## src/rtl/hexcmd_pkg.sv

```systemverilog
package hexcmd_pkg;

  typedef enum logic [1:0] {
    OP_NONE  = 2'd0,
    OP_ADDR  = 2'd1,
    OP_READ  = 2'd2,
    OP_WRITE = 2'd3
  } op_e;

  typedef enum logic [2:0] {
    CL_FILL,
    CL_DIGIT,
    CL_ADDR_STEP,
    CL_ADDR_HOLD,
    CL_READ,
    CL_WRITE,
    CL_OTHER
  } cls_e;

  localparam int NIB_W = 4;

  localparam logic [7:0] CH_FILL_LO   = 8'h7F;
  localparam logic [7:0] CH_FILL_HI   = 8'hFF;
  localparam logic [7:0] CH_ADDR_STEP = 8'h41;
  localparam logic [7:0] CH_ADDR_HOLD = 8'h53;
  localparam logic [7:0] CH_READ      = 8'h52;
  localparam logic [7:0] CH_WRITE     = 8'h57;

  function automatic op_e letter_op(input cls_e c);
    case (c)
      CL_ADDR_STEP, CL_ADDR_HOLD: letter_op = OP_ADDR;
      CL_READ:                    letter_op = OP_READ;
      CL_WRITE:                   letter_op = OP_WRITE;
      default:                    letter_op = OP_NONE;
    endcase
  endfunction

endpackage

```

## src/rtl/hexcmd_classify.sv

```systemverilog
module hexcmd_classify
  import hexcmd_pkg::*;
(
  input  logic [7:0]       ch,
  output cls_e             cls,
  output logic [NIB_W-1:0] nib
);

  always_comb begin
    cls = CL_OTHER;
    nib = '0;
    if (ch == CH_FILL_LO || ch == CH_FILL_HI) begin
      cls = CL_FILL;
    end else if (ch >= 8'h30 && ch <= 8'h39) begin
      cls = CL_DIGIT;
      nib = ch[3:0];
    end else if ((ch >= 8'h61 && ch <= 8'h66) || (ch >= 8'h42 && ch <= 8'h46)) begin
      cls = CL_DIGIT;
      nib = ch[3:0] + 4'd9;
    end else begin
      case (ch)
        CH_ADDR_STEP: cls = CL_ADDR_STEP;
        CH_ADDR_HOLD: cls = CL_ADDR_HOLD;
        CH_READ:      cls = CL_READ;
        CH_WRITE:     cls = CL_WRITE;
        default:      cls = CL_OTHER;
      endcase
    end
  end

  // upper-case A is a command letter, never a digit
  always_comb begin
    assert_upper_a_is_cmd_R6: assert (!(ch == CH_ADDR_STEP && cls == CL_DIGIT));
  end

endmodule

```

## src/rtl/hexcmd_accum.sv

```systemverilog
module hexcmd_accum
  import hexcmd_pkg::*;
#(
  parameter int DATA_W = 32
) (
  input  logic              clk,
  input  logic              rst,
  input  logic              shift_en,
  input  logic              clear,
  input  logic [NIB_W-1:0]  nib,
  output logic [DATA_W-1:0] acc
);

  logic [DATA_W-1:0] acc_q;
  assign acc = acc_q;

  generate
    if (DATA_W > NIB_W) begin : g_shift
      always_ff @(posedge clk) begin
        if (rst || clear)  acc_q <= '0;
        else if (shift_en) acc_q <= {acc_q[DATA_W-NIB_W-1:0], nib};
      end

      assert_shift_order_R6: assert property (@(posedge clk) disable iff (rst)
        (shift_en && !clear) |=>
          (acc_q[NIB_W-1:0] == $past(nib)) &&
          (acc_q[DATA_W-1:NIB_W] == $past(acc_q[DATA_W-NIB_W-1:0])));
    end else begin : g_single
      always_ff @(posedge clk) begin
        if (rst || clear)  acc_q <= '0;
        else if (shift_en) acc_q <= DATA_W'(nib);
      end
    end
  endgenerate

  assert_clear_after_end_R12: assert property (@(posedge clk) disable iff (rst)
    clear |=> (acc_q == '0));

endmodule

```

## src/rtl/hexcmd_ctrl.sv

```systemverilog
module hexcmd_ctrl
  import hexcmd_pkg::*;
#(
  parameter int DATA_W = 32
) (
  input  logic              clk,
  input  logic              rst,
  input  logic              byte_valid,
  input  cls_e              cls,
  input  logic [DATA_W-1:0] acc,
  output logic              accept_digit,
  output logic              end_word,
  output logic              out_valid,
  output op_e               out_op,
  output logic [DATA_W-1:0] out_data,
  output logic              out_inc
);

  op_e  pend_op;
  logic pend_step;
  logic mode_step;

  always_comb begin
    end_word     = byte_valid && (cls != CL_FILL) && (cls != CL_DIGIT);
    accept_digit = byte_valid && (cls == CL_DIGIT) && (pend_op != OP_NONE);
  end

  always_ff @(posedge clk) begin
    if (rst) begin
      pend_op   <= OP_NONE;
      pend_step <= 1'b0;
      mode_step <= 1'b0;
      out_valid <= 1'b0;
      out_op    <= OP_NONE;
      out_data  <= '0;
      out_inc   <= 1'b0;
    end else begin
      out_valid <= 1'b0;
      if (end_word) begin
        if (pend_op != OP_NONE) begin
          out_valid <= 1'b1;
          out_op    <= pend_op;
          out_data  <= acc;
          if (pend_op == OP_ADDR) begin
            out_inc   <= pend_step;
            mode_step <= pend_step;
          end else begin
            out_inc   <= mode_step;
          end
        end
        pend_op   <= letter_op(cls);
        pend_step <= (cls == CL_ADDR_STEP);
      end
    end
  end

  assert_fill_quiet_R8: assert property (@(posedge clk) disable iff (rst)
    (byte_valid && cls == CL_FILL) |=> (!out_valid && $stable(pend_op) && $stable(mode_step)));

  assert_valid_has_op_R7: assert property (@(posedge clk) disable iff (rst)
    out_valid |-> (out_op != OP_NONE));

  assert_strobe_after_end_R7: assert property (@(posedge clk) disable iff (rst)
    out_valid |-> $past(end_word));

  assert_mode_reported_R4: assert property (@(posedge clk) disable iff (rst)
    (out_valid && out_op != OP_ADDR) |-> (out_inc == mode_step));

endmodule

```

## src/rtl/hexcmd_parser.sv

```systemverilog
module hexcmd_parser #(
  parameter int DATA_W = 32
) (
  input  logic              clk,
  input  logic              rst,
  input  logic              rx_valid,
  input  logic [7:0]        rx_byte,
  output logic              cmd_valid,
  output logic [1:0]        cmd_op,
  output logic [DATA_W-1:0] cmd_data,
  output logic              cmd_inc
);
  import hexcmd_pkg::*;

  cls_e              cls;
  logic [NIB_W-1:0]  nib;
  logic              accept_digit;
  logic              end_word;
  logic [DATA_W-1:0] acc;
  op_e               op_q;

  hexcmd_classify u_classify (
    .ch  (rx_byte),
    .cls (cls),
    .nib (nib)
  );

  hexcmd_accum #(.DATA_W(DATA_W)) u_accum (
    .clk      (clk),
    .rst      (rst),
    .shift_en (accept_digit),
    .clear    (end_word),
    .nib      (nib),
    .acc      (acc)
  );

  hexcmd_ctrl #(.DATA_W(DATA_W)) u_ctrl (
    .clk          (clk),
    .rst          (rst),
    .byte_valid   (rx_valid),
    .cls          (cls),
    .acc          (acc),
    .accept_digit (accept_digit),
    .end_word     (end_word),
    .out_valid    (cmd_valid),
    .out_op       (op_q),
    .out_data     (cmd_data),
    .out_inc      (cmd_inc)
  );

  assign cmd_op = op_q;

endmodule

```

## config.mk

```make
export PLATFORM = sky130hd
export DESIGN_NAME = hexcmd_parser
export DESIGN_NICKNAME = d
export VERILOG_FILES = /design/src/rtl/hexcmd_pkg.sv /design/src/rtl/hexcmd_classify.sv /design/src/rtl/hexcmd_accum.sv /design/src/rtl/hexcmd_ctrl.sv /design/src/rtl/hexcmd_parser.sv
export SDC_FILE = /design/constraint.sdc
export NUM_CORES = 1
export LEC_CHECK = 0
export ABC_AREA = 1
export BUFFER_PORTS_ARGS = -buffer_cell sky130_fd_sc_hd__buf_4
export CAP_MARGIN = 0
export CORE_MARGIN = 5
export CORE_UTILIZATION = 51
export DETAILED_ROUTE_END_ITERATION = 6
export PLACE_DENSITY_LB_ADDON = 0.12
export SETUP_SLACK_MARGIN = 0.3
export SLEW_MARGIN = 5
export SYNTH_ARGS = -nofsm -noshare
export SYNTH_HDL_FRONTEND = slang
export SYNTH_SLANG_ARGS = --single-unit
```

## constraint.sdc

```tcl
create_clock -name clk -period 1.82 [get_ports clk]
set_input_delay 0.364 -clock clk [delete_from_list [all_inputs] [get_ports clk]]
set_output_delay 0.364 -clock clk [all_outputs]
set_load 0.03 [all_outputs]
```

After elaboration in Yosys (flattened, before gate mapping)
Cells that the tools add are included.

Memories kept: 0. Output and inout bits: 36. Memory bits (writable): 0. Register bits: 71. Memory bits (read-only): 0. Latch bits: 0.

Multiply operators: 0. Eq/ne operators: 13. Add/sub/neg operators: 1. Reduce and logical (&&, ||, !) cells: 16. Muxes and demuxes: 10. Bitwise operators: 1. $lt $le $gt $ge: 6. Shifts and indexed selects: 0. Div/mod/pow operators: 0.

Operator list (count): $eq A8 B7 Y1 const B (5); $ge A8 B7 Y1 const B (2); $le A8 B7 Y1 const B (2); $mux W4 (3); $pmux W3 S4 (1); $mux W3 (3); $eq A8 B8 Y1 const B (1); $ge A8 B6 Y1 const B (1); $le A8 B6 Y1 const B (1); $logic_and A1 B1 Y1 (7); $eq A3 B2 Y1 const B (2); $eq A3 B3 Y1 const B (2); $pmux W2 S3 (1); $add A4 B4 Y4 const B (1); $reduce_or A2 Y1 (2); $eq A3 B1 Y1 const B (1); $logic_or A1 B1 Y1 (3); $ne A3 B1 Y1 const B (1); $reduce_and A3 Y1 (1); $reduce_bool A3 Y1 (1); $eq A2 B1 Y1 const B (1); $mux W1 (2); $reduce_and A2 Y1 (1); $reduce_bool A2 Y1 (1); $not A1 Y1 (1).

Logic depth before layout (Yosys ltp)
Gate-level depths: netlist of run 1.

Depth in word-level cells: 11. Gate-level depth with buffers: 14.

Cells and area by module
From an unflattened synthesis of run 1, not the netlist that was laid out.

Cells, all modules: 454. Area total of the unflattened synthesis: 3214.3 µm².

By module, submodules not included: hexcmd_accum (area each 1440.1 µm², times used 1, cells an instance 203); hexcmd_ctrl (area each 1433.9 µm², times used 1, cells an instance 181); hexcmd_classify (area each 340.3 µm², times used 1, cells an instance 70).

Worst setup path after synthesis of run 1
No wires, ideal clock.

Path kind: input to register. Start point: input port rx_byte[0]. End point: register u_ctrl.out_data[11]. Library setup time: 0.138 ns. Slack: 0.051 ns. Buffers on the path: 2. Arrival: 1.631 ns. Stages on the path: 12. Required time: 1.682 ns. Path through: inv_1 > ha_1 > nor2_1 > nand3_1 > nand3_2 > nand3_4 > nor2_4 > buf_12 > nand2_8 > buf_6 > nand2_1 > a21oi_2.

Word-level cells in the longest chain between the ends: 10. Elaborated cells on any way between the ends: 26. Classes of those cells: 6 x order compare; 7 x eq/ne; 4 x mux; 9 x reduce/logical.

RTL lines: start, declared (RTL line hexcmd_parser.sv:7) `input logic [7:0] rx_byte,`; $ge A8 B7 Y1 or $le A8 B7 Y1 (tied branches) (RTL line hexcmd_classify.sv:17) `end else if ((ch >= 8'h61 && ch <= 8'h66) || (ch >= 8'h42 && ch <= 8'h46)) begin`; $logic_and A1 B1 Y1 (RTL line hexcmd_classify.sv:17); $logic_or A1 B1 Y1 (RTL line hexcmd_classify.sv:17); $mux W3 (RTL line hexcmd_classify.sv:17); $mux W3 (RTL line hexcmd_classify.sv:14) `end else if (ch >= 8'h30 && ch <= 8'h39) begin`; $mux W3 (*) (RTL line hexcmd_classify.sv:12) `if (ch == CH_FILL_LO || ch == CH_FILL_HI) begin`; $reduce_bool A3 Y1 (RTL line hexcmd_ctrl.sv:24) `end_word = byte_valid && (cls != CL_FILL) && (cls != CL_DIGIT);`; $logic_and A1 B1 Y1 (RTL line hexcmd_ctrl.sv:24); $logic_and A1 B1 Y1 (*) (RTL line hexcmd_ctrl.sv:24); $reduce_and A2 Y1 (no source line) (*); end signal, assigned (RTL line hexcmd_ctrl.sv:35) `out_data <= '0;`; end signal, assigned (RTL line hexcmd_ctrl.sv:43) `out_data <= acc;`; end, declared (RTL line hexcmd_ctrl.sv:15) `output logic [DATA_W-1:0] out_data,`.

Mark *: on every way between the ends. The rest lies on a longest branch, timed or not. A chain may end at the register's enable or synchronous reset.

Worst setup path after layout of run 1
Start point: input port rx_byte[1]. End point: register u_ctrl.out_data[30].

The elaborated chain is that of the path after synthesis.

==> flow_summary.json, run 1 <==
{
  "outcome": "finished clean",
  "avgSynthCellArea_um2": 7.70,
  "clock_sinks": 71,
  "ys.flop_type": "dfxtp_1",
  "dpl_worst_slack_ns": -0.217,
  "busiest_layer": "met2",
  "drt_first_pass_iters": 4,
  "cp-start-kind": "primary input",
  "finalMaxSlewViolations": 0,
  "dieArea_um2": 7930,
  "drive_above_1_share_pct": 39.2,
  "nFillCells": 432,
  "grt_pass1_wl_um": 12400,
  "cts_tree": "done",
  "power_density_nw_per_um2": 739,
  "ys_warn_count": 0,
  "synthesis.area_um2": 3190,
  "synth_nets": 429,
  "hpwl_um": 4580,
  "clk_pin_slew_worst_paths_ns": 0.09,
  "end_kind": "flip-flop",
  "cts.path.max_buffers": 2,
  "internal_power_w": 0.00249,
  "core_area_um2": 5990,
  "worstPathMaxFanout": 5,
  "skew_ns": 0.0104,
  "first_iter_violations": 179,
  "overflow": 0,
  "async_flop_share_pct": 0,
  "fmax_mhz": 645,
  "drt_wl_total_um": 8560,
  "cts_root_buf": "clkbuf_8",
  "synth_top_cell_area_share_pct": 44.6,
  "seq_power_share_pct": 46.8,
  "seq_area_frac_synth_pct": 44.6,
  "layout_min_cycle_time_ns": 1.55,
  "yosysMostFrequentCell": "nand2_1",
  "n_antenna_cell": 0,
  "maxSlewHeadroom_pct": 75.7,
  "antenna_found_initial": 0,
  "syn_inst": 414,
  "max_slew.worst_pin.slew_ns": 0.365,
  "die_x_um": 89.1,
  "synth_cell_types": 27,
  "drc": 0,
  "use_met2_pct": 33.7,
  "synth_top_area_cell": "dfxtp_1",
  "io_pins": 47,
  "insertion_delay_ns": 0.36,
  "final_cells": 570,
  "p_switching_w": 0.000829,
  "h-tree-depth": 3,
  "grt_max_degree": 24,
  "grt_usage_pct": 20.0,
  "hold_viol": 0,
  "rows": 28,
  "fin_ws_ns": 0.271,
  "whs_ns": 0.403,
  "vias": 2975,
  "grt_use_met1_pct": 24.6,
  "fin_crit_sh_pct": 85.1,
  "wire_per_inst_um": 15.0,
  "required_ns": 2.05,
  "rsz0062_at_grt": "true",
  "leakage_nw": 1.82,
  "start_util_pct": 53.2,
  "dp.cells": 534,
  "ir_worst_vdd_uv": 677,
  "viasPerCell": 5.22,
  "path_class": "in2reg",
  "gp_congestion": 0.796,
  "synth_edf_count": 0,
  "area_growth_pct": 41.0,
  "cts_inserted_buffers": 9,
  "max-cap-violations": 0,
  "synth_area_leaders": "dfxtp_1 (45%), nand2_1 (16%), nand3_1 (6.6%)",
  "power.share.switching_pct": 25.0,
  "finalSetupViolations": 0,
  "grt_pass1_vias": 2747,
  "io_buffers": 46,
  "power_frac_comb_pct": 10.1,
  "die_y_um": 89.1,
  "holdCritPathClass": "in2reg",
  "ys_seq_elements": 71,
  "grtUsageMet3_pct": 5.07,
  "clkPwrFrac_pct": 43.1,
  "final_nets": 505,
  "drt.antenna.violating_nets": 0,
  "synth_commonest_cells": "nand2_1 (140), dfxtp_1 (71), nand3_1 (42)",
  "crit_arrival_ns": 1.78
}
## cells in the final DEF (no fill, tap or decap), types with 7 or more instances in the layout
cell      synthesis  layout
dfxtp_1          71      71
nor2_1           26      24
nand3_2           2       7
nand2_4           0      12
nand2_2           3      28
buf_4             1      65
nand2_1         140     103
a21oi_2          10      22
inv_1            23      20
a21boi_1         10      18
a21oi_1          29      17
nand3_1          42      37
buf_6             5       7
clkbuf_8          0       9
## layer usage
| layer | wire (um) | part of all wire [%] |
|---|---|---|
| met1 | 3670 | 43 |
| met2 | 4230 | 49 |
| met4 | 222 | 2.6 |
| met5 | 0 | 0 |
| met3 | 430 | 5.0 |
## critical path: stages
cell and delay [ns]:
buf_12 0.10, inv_12 0.03, ha_4 0.15, inv_2 0.06, nand3_2 0.06, nand2_1 0.07
inv_1 0.04, nand2_2 0.07, nand3_4 0.07, nor2_4 0.22, buf_12 0.15, buf_8 0.12
nand2_8 0.10, nand2_4 0.09, a21oi_2 0.05
## final timing paths
kind / slack, ns / to / cells after the start / startpoint
min reg2reg: 0.46 / u_ctrl.out_data[12] / 2 / u_ctrl.out_data[12]
max reg2reg: 0.29 / u_ctrl.out_data[30] / 5 / u_ctrl.pend_op[1]
min: 0.40 / u_ctrl.out_valid / 2 / rst
max: 0.27 / u_ctrl.out_data[30] / 15 / rx_byte[1]
## cell families (layout without fill, tap and decap cells)
family	after synthesis	in the layout	synth area share, %
fa+ha+maj	4	4	1.57
simple gates	220	225	30.2
buf+inv	51	127	9.85
compound gates	68	68	13.8
flops	71	71	44.6
## power by group through the flow
stage | Clock [W] | Combinational [W] | Sequential, W
floorplan | 0 | 0.000162 | 0.00159
finish | 0.00143 | 0.000335 | 0.00156
global route | 0.00151 | 0.000357 | 0.00156
detailed placement | 0 | 0.000200 | 0.00159
global placement | 0 | 0.000198 | 0.00159
CTS | 0.00143 | 0.000258 | 0.00156
## flip-flops by register name, indices dropped and copies added, names as in the netlist
name / flops
u_ctrl.out_op: 2
u_ctrl.pend_op: 2
u_ctrl.out_valid: 1
u_ctrl.out_inc: 1
u_ctrl.pend_step: 1
u_accum.acc: 32
u_ctrl.out_data: 32
## final cells by class
cell class              count  area (um^2)  share of cell area, %
well taps                  75         93.8                   2.09
clock buffers               9          124                   2.76
repair buffers             83          792                   17.6
inverters                  28          136                   3.04
clock inverters             7          103                   2.28
flip-flops and latches     71         1420                   31.6
multi-input cells         297         1820                   40.6
## through the flow
stage | instance area, um^2 | utilization (%) | power [W] | setup TNS (ns)
detailed placement | 3660 | 61.1 | 0.00179 | -9.76
CTS | 4070 | 67.9 | 0.00325 | 0
finish | 4490 | 75.0 | 0.00332 | 0
global placement | 3660 | 61.1 | 0.00179 | -7.58
global route | 4490 | 75.0 | 0.00342 | 0
floorplan | 3280 | - | 0.00175 | 0
## what timing repair did
action,in CTS,in global routing
setup buffers,8,3
endpoints found under the setup margin,66,70
pin swaps,3,27
gates cloned,4,5
hold buffers,0,0
gates resized for setup,10,95
(Power assumes the default switching activity.)
==> run 2: changes to the inputs <==
--- a/config.mk
+++ b/config.mk
@@ -9,7 +9,8 @@
 export BUFFER_PORTS_ARGS = -buffer_cell sky130_fd_sc_hd__buf_4
 export CAP_MARGIN = 0
 export CORE_MARGIN = 5
-export CORE_UTILIZATION = 51
+export CORE_UTILIZATION = 50
+export CTS_BUF_LIST = sky130_fd_sc_hd__clkbuf_2
 export DETAILED_ROUTE_END_ITERATION = 6
 export PLACE_DENSITY_LB_ADDON = 0.12
 export SETUP_SLACK_MARGIN = 0.3
==> flow_summary.json, run 2 (synthesis results as in run 1) <==
{
  "p_switching_w": 0.000690,
  "dieArea_um2": 8070,
  "path_delay_family": "simple AND/OR/NAND/NOR gates",
  "overflow": 0,
  "die_y_um": 89.8,
  "fin_area_um2": 3810,
  "antenna_found_initial": 0,
  "layout_min_cycle_time_ns": 1.43,
  "hold_viol": 0,
  "finalMaxSlewViolations": 0,
  "area_growth_pct": 19.6,
  "cp_num_buf_inv": 5,
  "cts_inserted_buffers": 9,
  "final_cell_mix": "nand2_1 (130), buf_4 (67), dfxtp_1 (67)",
  "nFillCells": 600,
  "power.share.switching_pct": 26.2,
  "holdCritPathClass": "in2reg",
  "drive_above_1_share_pct": 26.4,
  "fmax_mhz": 698,
  "required_ns": 2.26,
  "first_iter_violations": 135,
  "fin_crit_sh_pct": 78.7,
  "drc": 0,
  "finalSetupViolations": 0,
  "crit_slowest_cell": "buf_4",
  "worstPathMaxFanout": 15,
  "rsz0062_at_grt": "true",
  "leakage_nw": 1.55,
  "clk_pin_slew_worst_paths_ns": 0.20,
  "drt_first_pass_iters": 4,
  "start_util_pct": 50.8,
  "n_antenna_cell": 0,
  "cp-start-kind": "primary input",
  "grt_pass1_wl_um": 11600,
  "power_density_nw_per_um2": 692,
  "h-tree-depth": 3,
  "io_buffers": 46,
  "power_frac_comb_pct": 8.1,
  "seq_power_share_pct": 59.2,
  "ctsHoldBuffers": 0,
  "die_x_um": 89.8,
  "path_class": "in2reg",
  "outcome": "finished clean",
  "hpwl_um": 4470,
  "max-cap-violations": 0,
  "final_nets": 488,
  "viasPerCell": 4.91,
  "core_area_um2": 6280,
  "wire_per_inst_um": 11.6,
  "rows": 29,
  "cts_root_buf": "clkbuf_2",
  "clock_sinks": 71,
  "end_kind": "flip-flop",
  "dp.cells": 537,
  "vias": 2719,
  "gp_congestion": 0.776,
  "drt_wl_total_um": 6410,
  "cts.path.max_buffers": 2,
  "drt.antenna.violating_nets": 0,
  "cp_cell_sequence": "buf_4 > inv_12 > ha_4 > inv_1 > nand3_1 > nand2_1 > inv_1 > nand2_2 > nand3_4 > nor2_4 > buf_4 > nand3_1 > a21oi_2",
  "utilization_pct": 60.7,
  "grt_pass1_vias": 2546,
  "clkPwrFrac_pct": 32.7,
  "grt_usage_pct": 16.8,
  "skew_ns": 0.0416,
  "max_slew.worst_pin.slew_ns": 0.387,
  "cts_tree": "done",
  "final_common_cell": "nand2_1",
  "cpPeakStageDelay_ns": 0.27,
  "insertion_delay_ns": 0.50,
  "maxSlewHeadroom_pct": 74.1,
  "final_cells": 554,
  "ir_worst_vdd_uv": 382,
  "rrSetupSlack_ns": 0.53,
  "place_area_um2": 3670,
  "crit_arrival_ns": 1.87,
  "io_pins": 47,
  "grt_max_degree": 36,
  "internal_power_w": 0.00195
}
[run 2: cell count changes in the layout (fill, tap and decap cells not counted), moves of 5 or more]
cell      delta
nand2_4     -12
nand3_1      +5
clkbuf_8     -9
buf_12       -5
buf_6        -6
a21boi_1     -8
nand2_1     +27
clkbuf_2     +9
a21oi_1     +12
a21boi_0    +12
nand2_2     -15
a21oi_2     -12
nand3_2      -5
[run 2: final timing paths]
path | startpoint | to | cells after the start
max | rx_byte[1] | u_ctrl.out_data[14] | 13
min | rst | u_ctrl.out_data[20] | 2
max reg2reg | u_ctrl.pend_op[1] | u_accum.acc[28] | 7
min reg2reg | u_accum.acc[26] | u_accum.acc[30] | 2
[run 2: stage by stage]
stage	setup WS, ns	total power [W]	TNS [ns]	hold WS [ns]
3_3_place_gp	-0.159	0.00180	-8.04	0.448
2_1_floorplan	0.102	0.00175	0	0.442
5_1_grt	0.281	0.00276	0	0.183
4_1_cts	0.301	0.00264	0	0.172
3_5_place_dp	-0.229	0.00180	-10.98	0.454
6_report	0.388	0.00264	0	0.212
[run 2: timing repair]
item / CTS / global route
endpoints found under the setup margin: 0 / 58
buffers inserted: 0 / 1
hold endpoints to repair: 0 / 0
gates resized for setup: 0 / 9
[run 2: area by class of cell]
| class | count | area, um^2 | share of cell area (%) |
|---|---|---|---|
| inverter | 28 | 120 | 3.15 |
| sequential | 71 | 1430 | 37.4 |
| tap | 77 | 96.3 | 2.53 |
| timing repair buffer | 70 | 549 | 14.4 |
| clock buffer | 9 | 45.0 | 1.18 |
| clock inverter | 6 | 62.6 | 1.64 |
| multi-input combinational | 293 | 1510 | 39.7 |
[run 2: power by group through the flow]
stage | combinational [W] | sequential, W | clock [W]
finish | 0.000214 | 0.00156 | 0.000862
global route | 0.000238 | 0.00156 | 0.000958
CTS | 0.000207 | 0.00156 | 0.000877
detailed placement | 0.000206 | 0.00159 | 0
global placement | 0.000205 | 0.00159 | 0
floorplan | 0.000162 | 0.00159 | 0
[run 2: metal layers]
| metal | global-route usage [%] | vias to the layer above | share of wire [%] |
|---|---|---|---|
| met5 | 0 | - | 0 |
| met4 | 5.29 | 0 | 1.2 |
| met1 | 21.6 | 1210 | 48 |
| met2 | 26.7 | 44 | 46 |
| met3 | 5.09 | 8 | 4.4 |
| li1 | - | 1457 | - |
